--- config.mk ---
export PLATFORM = sky130hd
export DESIGN_NAME = prio_pool_arbiter
export DESIGN_NICKNAME = d
export VERILOG_FILES = /design/src/rtl/arb_pkg.sv /design/src/rtl/arb_level_scan.sv /design/src/rtl/arb_rr_pick.sv /design/src/rtl/arb_hi_pick.sv /design/src/rtl/prio_pool_arbiter.sv
export SDC_FILE = /design/constraint.sdc
export NUM_CORES = 1
export LEC_CHECK = 0
export CORE_ASPECT_RATIO = 1.5
export CORE_UTILIZATION = 50
export DETAILED_ROUTE_END_ITERATION = 16
export DONT_BUFFER_PORTS = 1
export GPL_ROUTABILITY_DRIVEN = 0
export PLACE_DENSITY = 0.76
export SLEW_MARGIN = 15
export SYNTH_ARGS = -nofsm -noshare
export SYNTH_HDL_FRONTEND = slang
export SYNTH_SLANG_ARGS = --single-unit
--- constraint.sdc ---
create_clock -name clk -period 3.5 [get_ports clk]
set_input_delay 0.175 -clock clk [delete_from_list [all_inputs] [get_ports clk]]
set_output_delay 0.175 -clock clk [all_outputs]
set_load 0.01 [all_outputs]
--- src/rtl/arb_pkg.sv ---
package arb_pkg;

    typedef enum logic [1:0] {
        POOL_LOW,
        POOL_MID,
        POOL_TOP
    } pool_e;

    // Sort a level into its pool: the bottom and top levels rotate,
    // every level in between uses the fixed highest-index rule.
    function automatic pool_e pool_of(input int unsigned lvl, input int unsigned top_lvl);
        if (lvl == 0)
            return POOL_LOW;
        else if (lvl == top_lvl)
            return POOL_TOP;
        else
            return POOL_MID;
    endfunction

endpackage

--- src/rtl/arb_level_scan.sv ---
module arb_level_scan #(
    parameter int N_MST = 4,
    parameter int LVL_W = 2
) (
    input  logic [N_MST-1:0]       elig_i,
    input  logic [N_MST*LVL_W-1:0] prio_i,
    output logic [LVL_W-1:0]       lvl_o,
    output logic [N_MST-1:0]       mask_o,
    output logic                   any_o
);
    localparam int N_LVL = 1 << LVL_W;

    logic [LVL_W-1:0] mst_lvl [N_MST];

    for (genvar m = 0; m < N_MST; m++) begin : g_field
        assign mst_lvl[m] = prio_i[m*LVL_W +: LVL_W];
    end

    always_comb begin
        lvl_o  = '0;
        mask_o = '0;
        any_o  = |elig_i;
        for (int l = 0; l < N_LVL; l++) begin
            for (int m = 0; m < N_MST; m++) begin
                if (elig_i[m] && (mst_lvl[m] == LVL_W'(l)))
                    lvl_o = LVL_W'(l);
            end
        end
        for (int m = 0; m < N_MST; m++)
            mask_o[m] = elig_i[m] && (mst_lvl[m] == lvl_o);
    end
endmodule

--- src/rtl/arb_rr_pick.sv ---
module arb_rr_pick #(
    parameter int N_MST = 4,
    localparam int IDX_W = (N_MST > 1) ? $clog2(N_MST) : 1
) (
    input  logic [N_MST-1:0] mask_i,
    input  logic [IDX_W-1:0] ptr_i,
    output logic [IDX_W-1:0] idx_o,
    output logic             hit_o
);
    always_comb begin
        idx_o = '0;
        hit_o = 1'b0;
        for (int k = 0; k < N_MST; k++) begin
            int j;
            j = int'(ptr_i) + k;
            if (j >= N_MST)
                j = j - N_MST;
            if (!hit_o && mask_i[j]) begin
                hit_o = 1'b1;
                idx_o = IDX_W'(j);
            end
        end
    end
endmodule

--- src/rtl/arb_hi_pick.sv ---
module arb_hi_pick #(
    parameter int N_MST = 4,
    localparam int IDX_W = (N_MST > 1) ? $clog2(N_MST) : 1
) (
    input  logic [N_MST-1:0] mask_i,
    output logic [IDX_W-1:0] idx_o
);
    always_comb begin
        idx_o = '0;
        for (int m = 0; m < N_MST; m++) begin
            if (mask_i[m])
                idx_o = IDX_W'(m);
        end
    end
endmodule

--- src/rtl/prio_pool_arbiter.sv ---
module prio_pool_arbiter
    import arb_pkg::*;
#(
    parameter int N_MST = 4,
    parameter int LVL_W = 2,
    localparam int IDX_W = (N_MST > 1) ? $clog2(N_MST) : 1
) (
    input  logic                   clk,
    input  logic                   rst_n,
    input  logic [N_MST-1:0]       req_i,
    input  logic [N_MST*LVL_W-1:0] prio_i,
    input  logic                   xfer_done_i,
    output logic [N_MST-1:0]       gnt_o,
    output logic [IDX_W-1:0]       gnt_idx_o
);
    localparam int unsigned TOP_LVL = (1 << LVL_W) - 1;

    typedef struct packed {
        logic [N_MST-1:0] gnt;
        logic [IDX_W-1:0] idx;
        logic [IDX_W-1:0] last;
        logic             last_vld;
        logic [IDX_W-1:0] ptr_lo;
        logic [IDX_W-1:0] ptr_hi;
    } arb_st_t;

    arb_st_t s_d, s_q;

    logic [N_MST-1:0] excl;
    logic [N_MST-1:0] elig;
    logic [N_MST-1:0] lvl_mask;
    logic [LVL_W-1:0] win_lvl;
    logic             any_elig;
    logic [IDX_W-1:0] lo_idx, hi_idx, fx_idx;
    logic             lo_hit, hi_hit;
    pool_e            win_pool;

    // Back-to-back exclusion, applied only when there is contention.
    always_comb begin
        excl = '0;
        if (($countones(req_i) > 1) && s_q.last_vld)
            excl[s_q.last] = 1'b1;
    end

    assign elig     = req_i & ~excl;
    assign win_pool = pool_of(int'(win_lvl), TOP_LVL);

    arb_level_scan #(.N_MST(N_MST), .LVL_W(LVL_W)) u_scan (
        .elig_i (elig),
        .prio_i (prio_i),
        .lvl_o  (win_lvl),
        .mask_o (lvl_mask),
        .any_o  (any_elig)
    );

    arb_rr_pick #(.N_MST(N_MST)) u_rr_lo (
        .mask_i (lvl_mask),
        .ptr_i  (s_q.ptr_lo),
        .idx_o  (lo_idx),
        .hit_o  (lo_hit)
    );

    arb_rr_pick #(.N_MST(N_MST)) u_rr_hi (
        .mask_i (lvl_mask),
        .ptr_i  (s_q.ptr_hi),
        .idx_o  (hi_idx),
        .hit_o  (hi_hit)
    );

    arb_hi_pick #(.N_MST(N_MST)) u_fixed (
        .mask_i (lvl_mask),
        .idx_o  (fx_idx)
    );

    always_comb begin
        logic             arb_now;
        logic [IDX_W-1:0] sel;
        logic [IDX_W-1:0] nxt;
        s_d     = s_q;
        arb_now = (s_q.gnt == '0) || xfer_done_i;
        sel     = fx_idx;
        if (win_pool == POOL_LOW && lo_hit)
            sel = lo_idx;
        else if (win_pool == POOL_TOP && hi_hit)
            sel = hi_idx;
        nxt = (sel == IDX_W'(N_MST - 1)) ? '0 : sel + 1'b1;
        if (arb_now) begin
            if (any_elig) begin
                s_d.gnt      = '0;
                s_d.gnt[sel] = 1'b1;
                s_d.idx      = sel;
                s_d.last     = sel;
                s_d.last_vld = 1'b1;
                if (win_pool == POOL_LOW)
                    s_d.ptr_lo = nxt;
                if (win_pool == POOL_TOP)
                    s_d.ptr_hi = nxt;
            end else begin
                s_d.gnt = '0;
                s_d.idx = '0;
            end
        end
    end

    always_ff @(posedge clk or negedge rst_n) begin
        if (!rst_n)
            s_q <= '0;
        else
            s_q <= s_d;
    end

    assign gnt_o     = s_q.gnt;
    assign gnt_idx_o = s_q.idx;

endmodule

Word-level counts from Yosys, hierarchy flattened

Index checks and enable logic that the tools add are counted.

Add/subtract/negate cells: 18
$lt $le $gt $ge: 21
Equal/unequal tests: 19
Mux-type cells: 74
Bitwise gates (word level): 2
Reduce and logical (&&, ||, !) cells: 41

Operators with widths:

| kind                    | number |
|---|---|
| $lt A32 B4 Y1 const B   | 8 |
| $mux W32                | 8 |
| $ge A32 B4 Y1 const B   | 6 |
| $sub A32 B4 Y32 const B | 6 |
| $mux W2                 | 23 |
| $mux W1                 | 31 |
| $logic_and A1 B1 Y1     | 27 |
| $eq A2 B2 Y1 const B    | 11 |
| $bmux W1 S2             | 8 |
| $add A2 B2 Y3 const B   | 4 |
| $eq A2 B1 Y1 const B    | 4 |
| $eq A2 B2 Y1            | 4 |
| $sub A2 B3 Y4 const B   | 2 |
| $add A2 B1 Y3 const B   | 2 |
| $ge A2 B3 Y1 const B    | 2 |
| $logic_not A1 Y1        | 6 |
| $lt A2 B3 Y1 const B    | 2 |
| $mux W6                 | 1 |
| $reduce_and A3 Y1       | 2 |
| $add A1 B1 Y2           | 2 |
| $and A4 B4 Y4           | 1 |
| $demux W1 S2            | 2 |
| $ge A2 B1 Y1 const B    | 2 |
| $logic_not A2 Y1        | 2 |
| other kinds (9)         | 9 |

Register bits: 13
Output and inout port bits: 6
Logic and storage cells: 181

Logic depth before layout (Yosys ltp)

Gate-level depths: netlist of the first run.

Word-level depth: 43
Mapped depth: 15
Gate-level depth less buffers: 13

Modules after synthesis

From an unflattened synthesis of the first run, not the netlist that was laid out.

Cells, all modules: 160
Area total of the unflattened synthesis: 1292.5 sq um

Modules (own cells, without submodules):

| module            | instances | cells an instance | area each (sq um) | sequential area each (sq um) |
|---|---|---|---|---|
| prio_pool_arbiter | 1         | 86                | 799.5             | 325.3 |
| arb_level_scan    | 1         | 41                | 320.3             | 0.0 |
| arb_rr_pick       | 2         | 15                | 77.6              | 0.0 |
| arb_hi_pick       | 1         | 3                 | 17.5              | 0.0 |

Worst setup path before layout of the first run

No wires, ideal clock.

Kind: input to register
From: input req_i[0]
To: register s_q[1] (netlist name)
Arrival time: 3.546 ns
Required time: 3.372 ns
Path slack: -0.174 ns
Stages on the path: 14
Path buffers: 2
Cell sequence: fa_1 > a21o_2 > buf_4 > and3_1 > o21bai_1 > and3_1 > o31a_1 > clkbuf_1 > o21ai_0 > o2111ai_1 > a211oi_1 > nor2_1 > ha_1 > mux2_1

Longest elaborated chain between the ends: 40

RTL lines:

| element                                       | RTL line                 | text |
|---|---|---|
| start, declared                               | prio_pool_arbiter.sv:10  | `input logic [N_MST-1:0] req_i,` |
| $add A1 B1 Y2 (implied by the code)           | prio_pool_arbiter.sv:41  | `if (($countones(req_i) > 1) && s_q.last_vld)` |
| $add A2 B2 Y3 (implied by the code)           | prio_pool_arbiter.sv:41  |  |
| $gt A3 B1 Y1                                  | prio_pool_arbiter.sv:41  |  |
| $logic_and A1 B1 Y1                           | prio_pool_arbiter.sv:41  |  |
| $mux W4                                       | prio_pool_arbiter.sv:41  |  |
| $not A4 Y4                                    | prio_pool_arbiter.sv:45  | `assign elig = req_i & ~excl;` |
| $and A4 B4 Y4 (*)                             | prio_pool_arbiter.sv:45  |  |
| $logic_and A1 B1 Y1                           | arb_level_scan.sv:25     | `if (elig_i[m] && (mst_lvl[m] == LVL_W'(l)))` |
| (+24 left out)                                | --                       |  |
| $logic_not A1 Y1                              | arb_rr_pick.sv:18        | `if (!hit_o && mask_i[j]) begin` |
| $logic_and A1 B1 Y1                           | arb_rr_pick.sv:18        |  |
| $mux W1                                       | arb_rr_pick.sv:18        |  |
| $logic_and A1 B1 Y1                           | prio_pool_arbiter.sv:84  | `else if (win_pool == POOL_TOP && hi_hit)` |
| $mux W2                                       | prio_pool_arbiter.sv:84  |  |
| $mux W2                                       | prio_pool_arbiter.sv:82  | `if (win_pool == POOL_LOW && lo_hit)` |
| $add A2 B1 Y2 or $eq A2 B2 Y1 (tied branches) | prio_pool_arbiter.sv:86  | `nxt = (sel == IDX_W'(N_MST - 1)) ? '0 : sel + 1'b1;` |
| $mux W2                                       | prio_pool_arbiter.sv:86  |  |
| end signal, assigned                          | prio_pool_arbiter.sv:107 | `s_q <= '0;` |
| end signal, assigned                          | prio_pool_arbiter.sv:109 | `s_q <= s_d;` |
| end, declared                                 | prio_pool_arbiter.sv:27  | `arb_st_t s_d, s_q;` |

Mark *: on every way between the ends. The rest lies on a longest branch, timed or not. The select of a mux whose other input is x is not followed.
A chain may end at the register's enable or synchronous reset.

Worst setup path in the final report of the first run

From: register s_q[6] (netlist name)
To: register s_q[3] (netlist name)

Longest elaborated chain between the ends: 40

RTL lines:

| element                                                            | RTL line                | text |
|---|---|---|
| $lt A2 B3 Y1 (implied by the code) or $ge A2 B1 Y1 (tied branches) | prio_pool_arbiter.sv:42 | `excl[s_q.last] = 1'b1;` |
| $logic_and A1 B1 Y1 (implied by the code)                          | prio_pool_arbiter.sv:42 |  |
| $mux W1 (implied by the code)                                      | prio_pool_arbiter.sv:42 |  |
| $demux W1 S2 (*)                                                   | prio_pool_arbiter.sv:42 |  |
| $mux W4 (*)                                                        | prio_pool_arbiter.sv:41 |  |
| $not A4 Y4 (*)                                                     | prio_pool_arbiter.sv:45 |  |
| $and A4 B4 Y4 (*)                                                  | prio_pool_arbiter.sv:45 |  |
| $logic_and A1 B1 Y1                                                | arb_level_scan.sv:25    |  |
| (+24 left out)                                                     | --                      |  |
| $logic_not A1 Y1                                                   | arb_rr_pick.sv:18       |  |
| $logic_and A1 B1 Y1                                                | arb_rr_pick.sv:18       |  |
| $mux W1                                                            | arb_rr_pick.sv:18       |  |
| $logic_and A1 B1 Y1                                                | prio_pool_arbiter.sv:84 |  |
| $mux W2                                                            | prio_pool_arbiter.sv:84 |  |
| $mux W2                                                            | prio_pool_arbiter.sv:82 |  |
| $add A2 B1 Y2 or $eq A2 B2 Y1 (tied branches)                      | prio_pool_arbiter.sv:86 |  |
| $mux W2                                                            | prio_pool_arbiter.sv:86 |  |

Marks and branches as above.

==> results_dict.tcl, run 1 <==
set metrics [dict create \
    cap_violations 0 \
    crit_path_end_kind "register" \
    fin_ws_ns -0.0823 \
    rows 24 \
    rsz0062_at_grt "true" \
    dr.pass1.iters 6 \
    worst_pin_slew_ns 0.620 \
    synth-edff-count 0 \
    cts.clk_slew.worst_paths_ns 0.06 \
    avgSynthCellArea_um2 7.94 \
    synth_top_area_cell "dfrtp_1" \
    yosys.area.top_type_share_pct 21.2 \
    hold_viol 0 \
    power-per-cell-area_mw_per_mm2 716 \
    violations "setup timing" \
    grt_max_degree 14 \
    clock_sinks 13 \
    drt_iter0_markers 156 \
    routedWlPerCell_um 21.4 \
    clock.fmax_mhz 279 \
    hpwl_mm 3.86 \
    ys_ff_latch 13 \
    grt_pass1_wl_mm 8.09 \
    dpl.cell_count 263 \
    synth_seq_area_share_pct 21.2 \
    crit_required_ns 3.63 \
    setup_viol 2 \
    post-route-period-util_pct 102 \
    postRouteAntennaNets 0 \
    hold_class "primary input to register" \
    dieArea_mm2 0.00330 \
    drt_drc_violations_left 0 \
    ir_drop_mv 0.618 \
    holdWs_ns 0.00379 \
    synth.distinct_cells 61 \
    grt_pass1_vias 1812 \
    grt-ovfl-total 0 \
    crit_fanout 6 \
    yosys_most_used_dff "dfrtp_1" \
    finClkSkew_ns 0.00343 \
    die_w_um 47.2 \
    cp-start-kind "register" \
    layout_min_cycle_time_ns 3.58 \
    slew_violations 0 \
    core_mm2 0.00291 \
    synth.most_common_cell "nand2_1" \
    numCtsBuffers 3 \
    viasPerCell 7.09 \
    status "finished, violations left" \
    cts_root_buf "clkbuf_8" \
    syn-cell-area_mm2 0.00153 \
    initial_utilization_pct 52.6 \
    arrival_ns 3.71 \
    instances_no_fill 271 \
    areaGrowthSynthToFinish_pct 39.2 \
    power.leakage_uw 0.000861 \
    io_buffers 0 \
    vias 1921 \
    final_layout_size_suffix_gt1_share_pct 40.9 \
    die_h_um 69.8 \
    syn_nets 213 \
    h-tree-depth 1 \
    final_util_pct 73.2 \
    clockBufferDepth 2 \
    cts_tree "done" \
    ys_top_cells_by_area "dfrtp_1 (21%), nand2_1 (5.4%), buf_4 (3.4%), a21oi_1 (3.3%), ha_1 (3.3%)" \
    ioPinCount 21 \
    slew_headroom_pct 58.5 \
    yosys-top-cells-count "nand2_1 (22), dfrtp_1 (13), a21oi_1 (10), nor2_1 (10)" \
    nNetsFinal 253 \
    grtUsageTotal_pct 33.5 \
    yosys_warnings 0 \
    grt_antenna_before_repair 0 \
    finalPower_uw 1530 \
    n_antenna_cell 0 \
    syn-instance-count 193 \
    insertion_delay_ns 0.25 \
    synthArstFlopShare_pct 100 \
    wirelength_mm 5.80 \
    worstSetupPathType "register to register" \
]
-- area by class of cell --
cell class                 instances  area (um2)
clock buffer                       4        45.0
fill                             212         779
inverter                           9        33.8
multi-input combinational        161        1330
sequential                        13         328
tap                               39        48.8
timing repair buffer              45         352
-- layer usage --
layer,part of all wire [%],track usage (%)
met2,51,57.7
met3,6.7,7.81
met4,7.4,17.5
met1,35,35.0
met5,0,0
-- registers in the layout (all words and copies together), names as in the netlist --
name,flops
s_q,7
gnt_o,4
gnt_idx_o,2
-- cells in the final DEF (no fill, tap or decap), types with 3 or more instances in the layout --
cell,Yosys,layout
o21ai_0,9,5
nand2_1,22,21
o31ai_1,4,4
and3_1,4,3
nand3b_1,4,4
o21ai_1,2,4
and2_1,6,5
nor2_1,10,9
a21oi_1,10,6
a21oi_2,2,5
clkbuf_8,0,3
buf_6,0,3
a21o_1,5,5
buf_4,7,41
ha_4,0,3
nand3_1,9,8
a211oi_2,1,3
inv_1,9,9
nand2b_1,3,3
dfrtp_1,13,11
-- worst paths after layout --
check                             startpoint           end  slack, ns  cells after the start
worst max-delay path                  s_q[6]        s_q[3]      -0.08                     13
worst min-delay path             xfer_done_i      gnt_o[2]      0.004                      1
worst max register to register        s_q[6]        s_q[3]      -0.08                     13
worst min register to register  gnt_idx_o[0]  gnt_idx_o[0]       0.56                      2
max in group asynchronous              rst_n        s_q[6]       2.68                      1
min in group asynchronous              rst_n      gnt_o[2]       0.38                      1
-- repair_timing --
action                                  4_1_cts  5_1_grt
hold endpoints to repair                     13        0
endpoints found under the setup margin        4        5
hold buffers                                  1        0
buffers inserted                              0        4
pin swaps                                     4       16
gates resized for setup                       8       39
-- logic make-up (layout without fill, tap and decap cells) --
logic type,after synthesis,count (layout),share of synthesized area [%]
mux,3,3,2.12
compound gates,73,73,35.7
simple gates,80,80,30.0
flops,13,13,21.2
fa+ha+maj,5,5,4.57
buf+inv,19,58,6.37
-- metrics by stage --
step                      area (um2)  setup TNS, ns  worst slack (ns)
final                           2130         -0.153           -0.0823
after floorplan                 1550         -0.256            -0.128
after global routing            2130         -0.547            -0.152
after global placement          1840         -0.572            -0.168
after CTS                       1930              0            0.0198
after detailed placement        1840          -1.12            -0.262
-- report_power, final --
part / switching (uW) / leakage, uW / internal (uW)
clock network: 54.8 / 0.0000228 / 80.5
registers: 102 / 0.000155 / 211
logic: 556 / 0.000683 / 523
-- worst max-delay path, cell delays in order, from the launching register on --
cell and delay [ns]:
dfrtp_2 0.46, buf_4 0.15, o211a_1 0.15, a21boi_1 0.30, nand3_1 0.28, buf_4 0.22, nand3_1 0.11, o22ai_2 0.12
or4b_2 0.67, a32oi_2 0.20, or4_4 0.16, and2_4 0.15, ha_4 0.20, mux2_4 0.27
(Power assumes the default switching activity.)
==> run 2: changes to the inputs <==
BUFFER_PORTS_ARGS = -buffer_cell sky130_fd_sc_hd__clkbuf_2   (was unset)
CORE_MARGIN = 5   (was unset)
DONT_BUFFER_PORTS = unset   (was 1)
PLACE_DENSITY = 0.82   (was 0.76)
==> run 2 against run 1 <==
The flow now finishes without violations. Non-clock buffer count rose by 17. Utilization rose by 1.9 points. Sequential power fell by 4%. Count of clock-buffer cells in the layout fell by 1. Setup slack improved by 0.089 ns. Register-to-register slack improved by 0.09 ns. Via count rose by 1.2%. Die area rose by 30%. Critical path type unchanged.
==> results_dict.tcl, run 2 (synthesized netlist as in run 1, its figures left out) <==
set metrics [dict create \
    post-route-period-util_pct 99.8 \
    fin_setup_tns_ns 0 \
    grt_pass1_vias 1889 \
    viasPerCell 6.71 \
    grt-ovfl-total 0 \
    power-per-cell-area_mw_per_mm2 678 \
    fill_cells 193 \
    post-place-ws_ns -0.353 \
    numCtsBuffers 3 \
    grt_pass1_wl_mm 8.27 \
    highest_layer "met4" \
    instances_no_fill 290 \
    most-common-layout-cells "buf_4 (38), nand2_1 (20), clkbuf_2 (18)" \
    cp-start-kind "register" \
    wl_met2_mm 3.10 \
    routedWlPerCell_um 19.4 \
    power.leakage_uw 0.000945 \
    regMostFlops "s_q" \
    rows 24 \
    core_mm2 0.00294 \
    wl_met1_mm 1.88 \
    drt_iter0_markers 157 \
    grt_max_degree 14 \
    grt_antenna_before_repair 0 \
    ioPinCount 21 \
    cts.clk_slew.worst_paths_ns 0.05 \
    hpwl_mm 3.61 \
    largest_reg_flops 7 \
    slew_violations 0 \
    clockBufferDepth 2 \
    layout_min_cycle_time_ns 3.49 \
    grtUsageTotal_pct 23.1 \
    clock_sinks 13 \
    rsz0062_at_grt "true" \
    final_layout_size_suffix_gt1_share_pct 43.8 \
    crit_required_ns 3.63 \
    ir_drop_mv 0.522 \
    crit_path_end_kind "register" \
    setup_viol 0 \
    cts_tree "done" \
    dieArea_mm2 0.00430 \
    n_antenna_cell 0 \
    final_util_pct 75.1 \
    initial_utilization_pct 52.1 \
    drt_drc_violations_left 0 \
    arrival_ns 3.63 \
    die_h_um 77.8 \
    cts_root_buf "clkbuf_8" \
    worst_pin_slew_ns 0.622 \
    met3WireLength_um 305 \
    hold_viol 0 \
    fin_ws_ns 0.00669 \
    vias 1945 \
    layout_commonest_cell "buf_4" \
    worstSetupPathType "register to register" \
    h-tree-depth 1 \
    nNetsFinal 272 \
    postRouteAntennaNets 0 \
    dr.pass1.iters 7 \
    crit_fanout 7 \
    hold_class "primary input to register" \
    status "finished, final reports clean" \
    clock.fmax_mhz 286 \
    areaGrowthSynthToFinish_pct 44.2 \
    insertion_delay_ns 0.25 \
    holdWs_ns 0.146 \
    slew_headroom_pct 58.0 \
    die_w_um 55.2 \
    cap_violations 0 \
    dpl.cell_count 280 \
    finClkSkew_ns 0.00140 \
    io_buffers 20 \
    wirelength_mm 5.62 \
]
## run 2: cell count changes in the layout (fill, tap and decap cells not counted), sizes merged
cell	previous run	this run
a21oi	12	13
a21o	6	7
clkbuf	4	21
buf	44	43
clkinv	0	1
## run 2: final timing paths
path	startpoint	to	slack (ns)	cells past startpoint
hold reg to reg	gnt_idx_o[1]	gnt_idx_o[1]	0.52	1
hold / removal	xfer_done_i	gnt_o[1]	0.15	2
setup / recovery	s_q[5]	s_q[1]	0.007	11
min in group asynchronous	rst_n	gnt_idx_o[1]	0.35	2
setup reg to reg	s_q[5]	s_q[1]	0.007	11
max in group asynchronous	rst_n	s_q[6]	2.89	2
## run 2: final cells by class
| cell class | count | area (um2) | area share, % |
|---|---|---|---|
| Tap cell | 39 | 48.8 | 2.21 |
| Timing Repair Buffer | 62 | 442 | 20.0 |
| Sequential cell | 13 | 328 | 14.8 |
| Inverter | 9 | 33.8 | 1.53 |
| Multi-Input combinational cell | 163 | 1310 | 59.4 |
| Clock inverter | 1 | 5.00 | 0.226 |
| Clock buffer | 3 | 41.3 | 1.87 |
## run 2: what timing repair did
| item | in CTS | in global routing |
|---|---|---|
| buffers inserted | 0 | 3 |
| gates resized for setup | 7 | 38 |
| gates cloned | 1 | 1 |
| endpoints found under the hold margin | 13 | 0 |
| pin swaps | 5 | 16 |
| hold buffers | 1 | 0 |
| endpoints found under the setup margin | 2 | 5 |
## run 2: stage by stage
step | area [um2] | total power [uW]
6_report | 2210 | 1500
5_1_grt | 2210 | 1590
4_1_cts | 2020 | 1300
3_5_place_dp | 1920 | 1120
3_3_place_gp | 1920 | 1090
2_1_floorplan | 1550 | 810
## run 2: power breakdown
group / switching (uW) / internal, uW / leakage, uW / total, uW
registers: 86.6 / 212 / 0.000154 / 299
clock network: 56.6 / 78.8 / 0.0000255 / 135
logic: 556 / 509 / 0.000766 / 1060
total: 699 / 800 / 0.000945 / 1500
## run 2: critical path: stages (launching register included)
cell,delay [ns]
dfrtp_2,0.44
and3_1,0.35
a21oi_4,0.10
nor4_4,0.42
nand3_1,0.13
a222oi_1,0.40
nand2_1,0.22
a222oi_1,0.47
a21o_1,0.20
and2_4,0.16
ha_4,0.20
mux2_4,0.27
## run 2: routing by layer
| layer | up-vias | global-route usage (%) |
|---|---|---|
| met3 | 44 | 3.65 |
| li1 | 869 | - |
| met2 | 128 | 41.5 |
| met1 | 904 | 23.7 |
| met4 | 0 | 17.3 |
| met5 | - | 0 |
==> run 3: changes to the inputs <==
ABC_AREA = 1   (was unset)
PLACE_DENSITY = 0.81   (was 0.82)
RECOVER_POWER = 50   (was unset)
==> run 3 against run 2 <==
Global-route usage down 5.0 points. Register-to-register slack better by 0.53 ns. Sequential power about the same. Critical path type is now primary input to register. Critical endpoint is now s_q[3].
==> results_dict.tcl, run 3 <==
set metrics [dict create \
    critPathBufInv 4 \
    most-common-layout-cells "nand2_1 (69), nand3_1 (39), inv_1 (32)" \
    wirelength_mm 3.75 \
    numCtsBuffers 3 \
    nNetsFinal 288 \
    grt-ovfl-total 0 \
    critical_path.slowest_cell "fa_1" \
    cts_tree "done" \
    power.leakage_uw 0.000944 \
    postRouteAntennaNets 0 \
    syn-instance-count 249 \
    layout_commonest_cell "nand2_1" \
    yosys_most_used_dff "dfrtp_1" \
    areaGrowthSynthToFinish_pct 10.4 \
    dr.pass1.iters 4 \
    cpMostUsedCell "nand2_2" \
    rsz0062_at_grt "false" \
    slowest_delay_ns 0.55 \
    yosys-top-cells-count "nand2_1 (70), nand3_1 (39), inv_1 (32)" \
    synth_seq_area_share_pct 20.4 \
    vias 1634 \
    cap_violations 0 \
    die_h_um 79.1 \
    largest_reg_flops 7 \
    pwr-share-clk_pct 10.1 \
    post-place-ws_ns 0.0580 \
    ys_ff_latch 13 \
    synth.distinct_cells 30 \
    drt_drc_violations_left 0 \
    crit_required_ns 3.66 \
    cp-start-kind "primary input" \
    arrival_ns 3.31 \
    die_w_um 56.1 \
    synth.most_common_cell "nand2_1" \
    clock_sinks 13 \
    cts_root_buf "clkbuf_8" \
    hpwl_mm 3.12 \
    drt_iter0_markers 38 \
    ys_top_cells_by_area "dfrtp_1 (20%), nand2_1 (16%), nand3_1 (12%), inv_1 (7.5%), nand2_2 (7.1%)" \
    worstPathCellList "clkbuf_2 > fa_1 > nand2_2 > nand2_4 > nand3_2 > nand3_1 > nand2_1 > nor2_4 > nand2_2 > nand2_2 > nand2_1 > nand2_2 > nand2_2 > o21ai_2 > nand2_1 > o21ai_2 > inv_1 > a31oi_1 > nand2_1 > nand2_2 > inv_1 > ha_1 > inv_1 > o21ai_0" \
    avgSynthCellArea_um2 6.40 \
    final_layout_size_suffix_gt1_share_pct 24.3 \
    synth_top_area_cell "dfrtp_1" \
    fin_ws_ns 0.347 \
    finClkSkew_ns 0.00520 \
    worst_pin_slew_ns 0.636 \
    setup_viol 0 \
    yosys_warnings 0 \
    synth-edff-count 0 \
    crit_fanout 5 \
    dieArea_mm2 0.00444 \
    yosys.area.top_type_share_pct 20.4 \
    slew_headroom_pct 57.6 \
    syn-cell-area_mm2 0.00159 \
    worstSetupPathType "primary input to register" \
    layout_min_cycle_time_ns 3.15 \
    p_int_uw 599 \
    slew_violations 0 \
    hold_viol 0 \
    path_delay_family "simple AND/OR/NAND/NOR gates" \
    ioPinCount 21 \
    cts.clk_slew.worst_paths_ns 0.05 \
    fin_setup_tns_ns 0 \
    p_sw_share_pct 54.0 \
    grt_antenna_before_repair 0 \
    h-tree-depth 1 \
    ir_drop_mv 0.309 \
    routedWlPerCell_um 12.2 \
    p_switching_uw 704 \
    grtUsageTotal_pct 18.1 \
    power.share.sequential_pct 22.9 \
    syn_nets 269 \
    grt_max_degree 14 \
    crit_path_end_kind "register" \
    n_antenna_cell 0 \
    grt_pass1_wl_mm 6.60 \
    grt_pass1_vias 1610 \
    clockBufferDepth 2 \
    initial_utilization_pct 50.9 \
    insertion_delay_ns 0.24 \
    status "finished, final reports clean" \
    hold_class "primary input to register" \
    power-per-cell-area_mw_per_mm2 741 \
    viasPerCell 5.32 \
    p_comb_share_pct 67.0 \
    rows 25 \
    post-route-period-util_pct 90.1 \
    io_buffers 20 \
    clock.fmax_mhz 317 \
    core_mm2 0.00313 \
    synthArstFlopShare_pct 100 \
    regMostFlops "s_q" \
]
run 3: path summary, 6_finish.rpt:
path	from	to	slack, ns	cells past startpoint
min in group asynchronous	rst_n	gnt_o[0]	0.46	2
max in group asynchronous	rst_n	gnt_idx_o[0]	2.63	2
max reg2reg	s_q[6]	s_q[3]	0.54	22
min	xfer_done_i	gnt_idx_o[0]	0.27	4
min reg2reg	gnt_idx_o[0]	gnt_idx_o[0]	0.49	2
max	req_i[0]	s_q[3]	0.35	24
run 3: kinds of logic (layout without fill, tap and decap cells):
kind of cell	count (synthesis)	in the layout	synth area share, %
AND/OR/NAND/NOR	167	167	53.9
buffers and inverters	43	61	11.7
AO/OA/AOI/OAI	19	19	8.48
flip-flops	13	13	20.4
adder cells (fa/ha/maj)	5	5	4.40
XOR/XNOR	2	2	1.10
run 3: routing by layer:
metal / track usage, % / up-vias / share of wire [%]
li1: - / 830 / -
met1: 18.3 / 750 / 38
met2: 35.8 / 33 / 54
met3: 1.14 / 21 / 2.1
met4: 9.98 / 0 / 5.9
met5: 0 / - / 0
run 3: final cells by class:
class | count | area, um2
Fill cell | 333 | 1370
Multi-Input combinational cell | 193 | 1090
Sequential cell | 13 | 325
Inverter | 35 | 131
Timing Repair Buffer | 22 | 113
Tap cell | 40 | 50.0
Clock buffer | 4 | 45.0
run 3: repair_timing:
action	CTS	global route
buffers inserted	0	1
setup endpoints to repair	0	4
endpoints found under the hold margin	13	0
hold buffers	1	0
resized for setup	0	3
run 3: per-stage QoR:
stage	util (%)	cells	power (uW)	hold WS [ns]	instance area, um2
finish	56.2	307	1300	0.267	1760
detailed placement	54.0	301	1160	0.0809	1690
floorplan	-	249	1000	-0.121	1590
global route	56.2	307	1450	0.283	1760
global placement	54.0	301	1130	0.0778	1690
CTS	55.7	306	1290	0.259	1740
run 3: tightest hold or removal path, cell delays in order:
cell and delay (ns):
clkbuf_2 0.08, a31oi_1 0.08, nand2_1 0.08, nand2_1 0.05
run 3: power by group through the flow:
stage / Sequential [uW] / Clock (uW) / Combinational, uW
finish: 298 / 132 / 873
global route: 310 / 146 / 998
CTS: 298 / 131 / 864
detailed placement: 298 / 0 / 859
global placement: 297 / 0 / 837
floorplan: 256 / 0 / 747
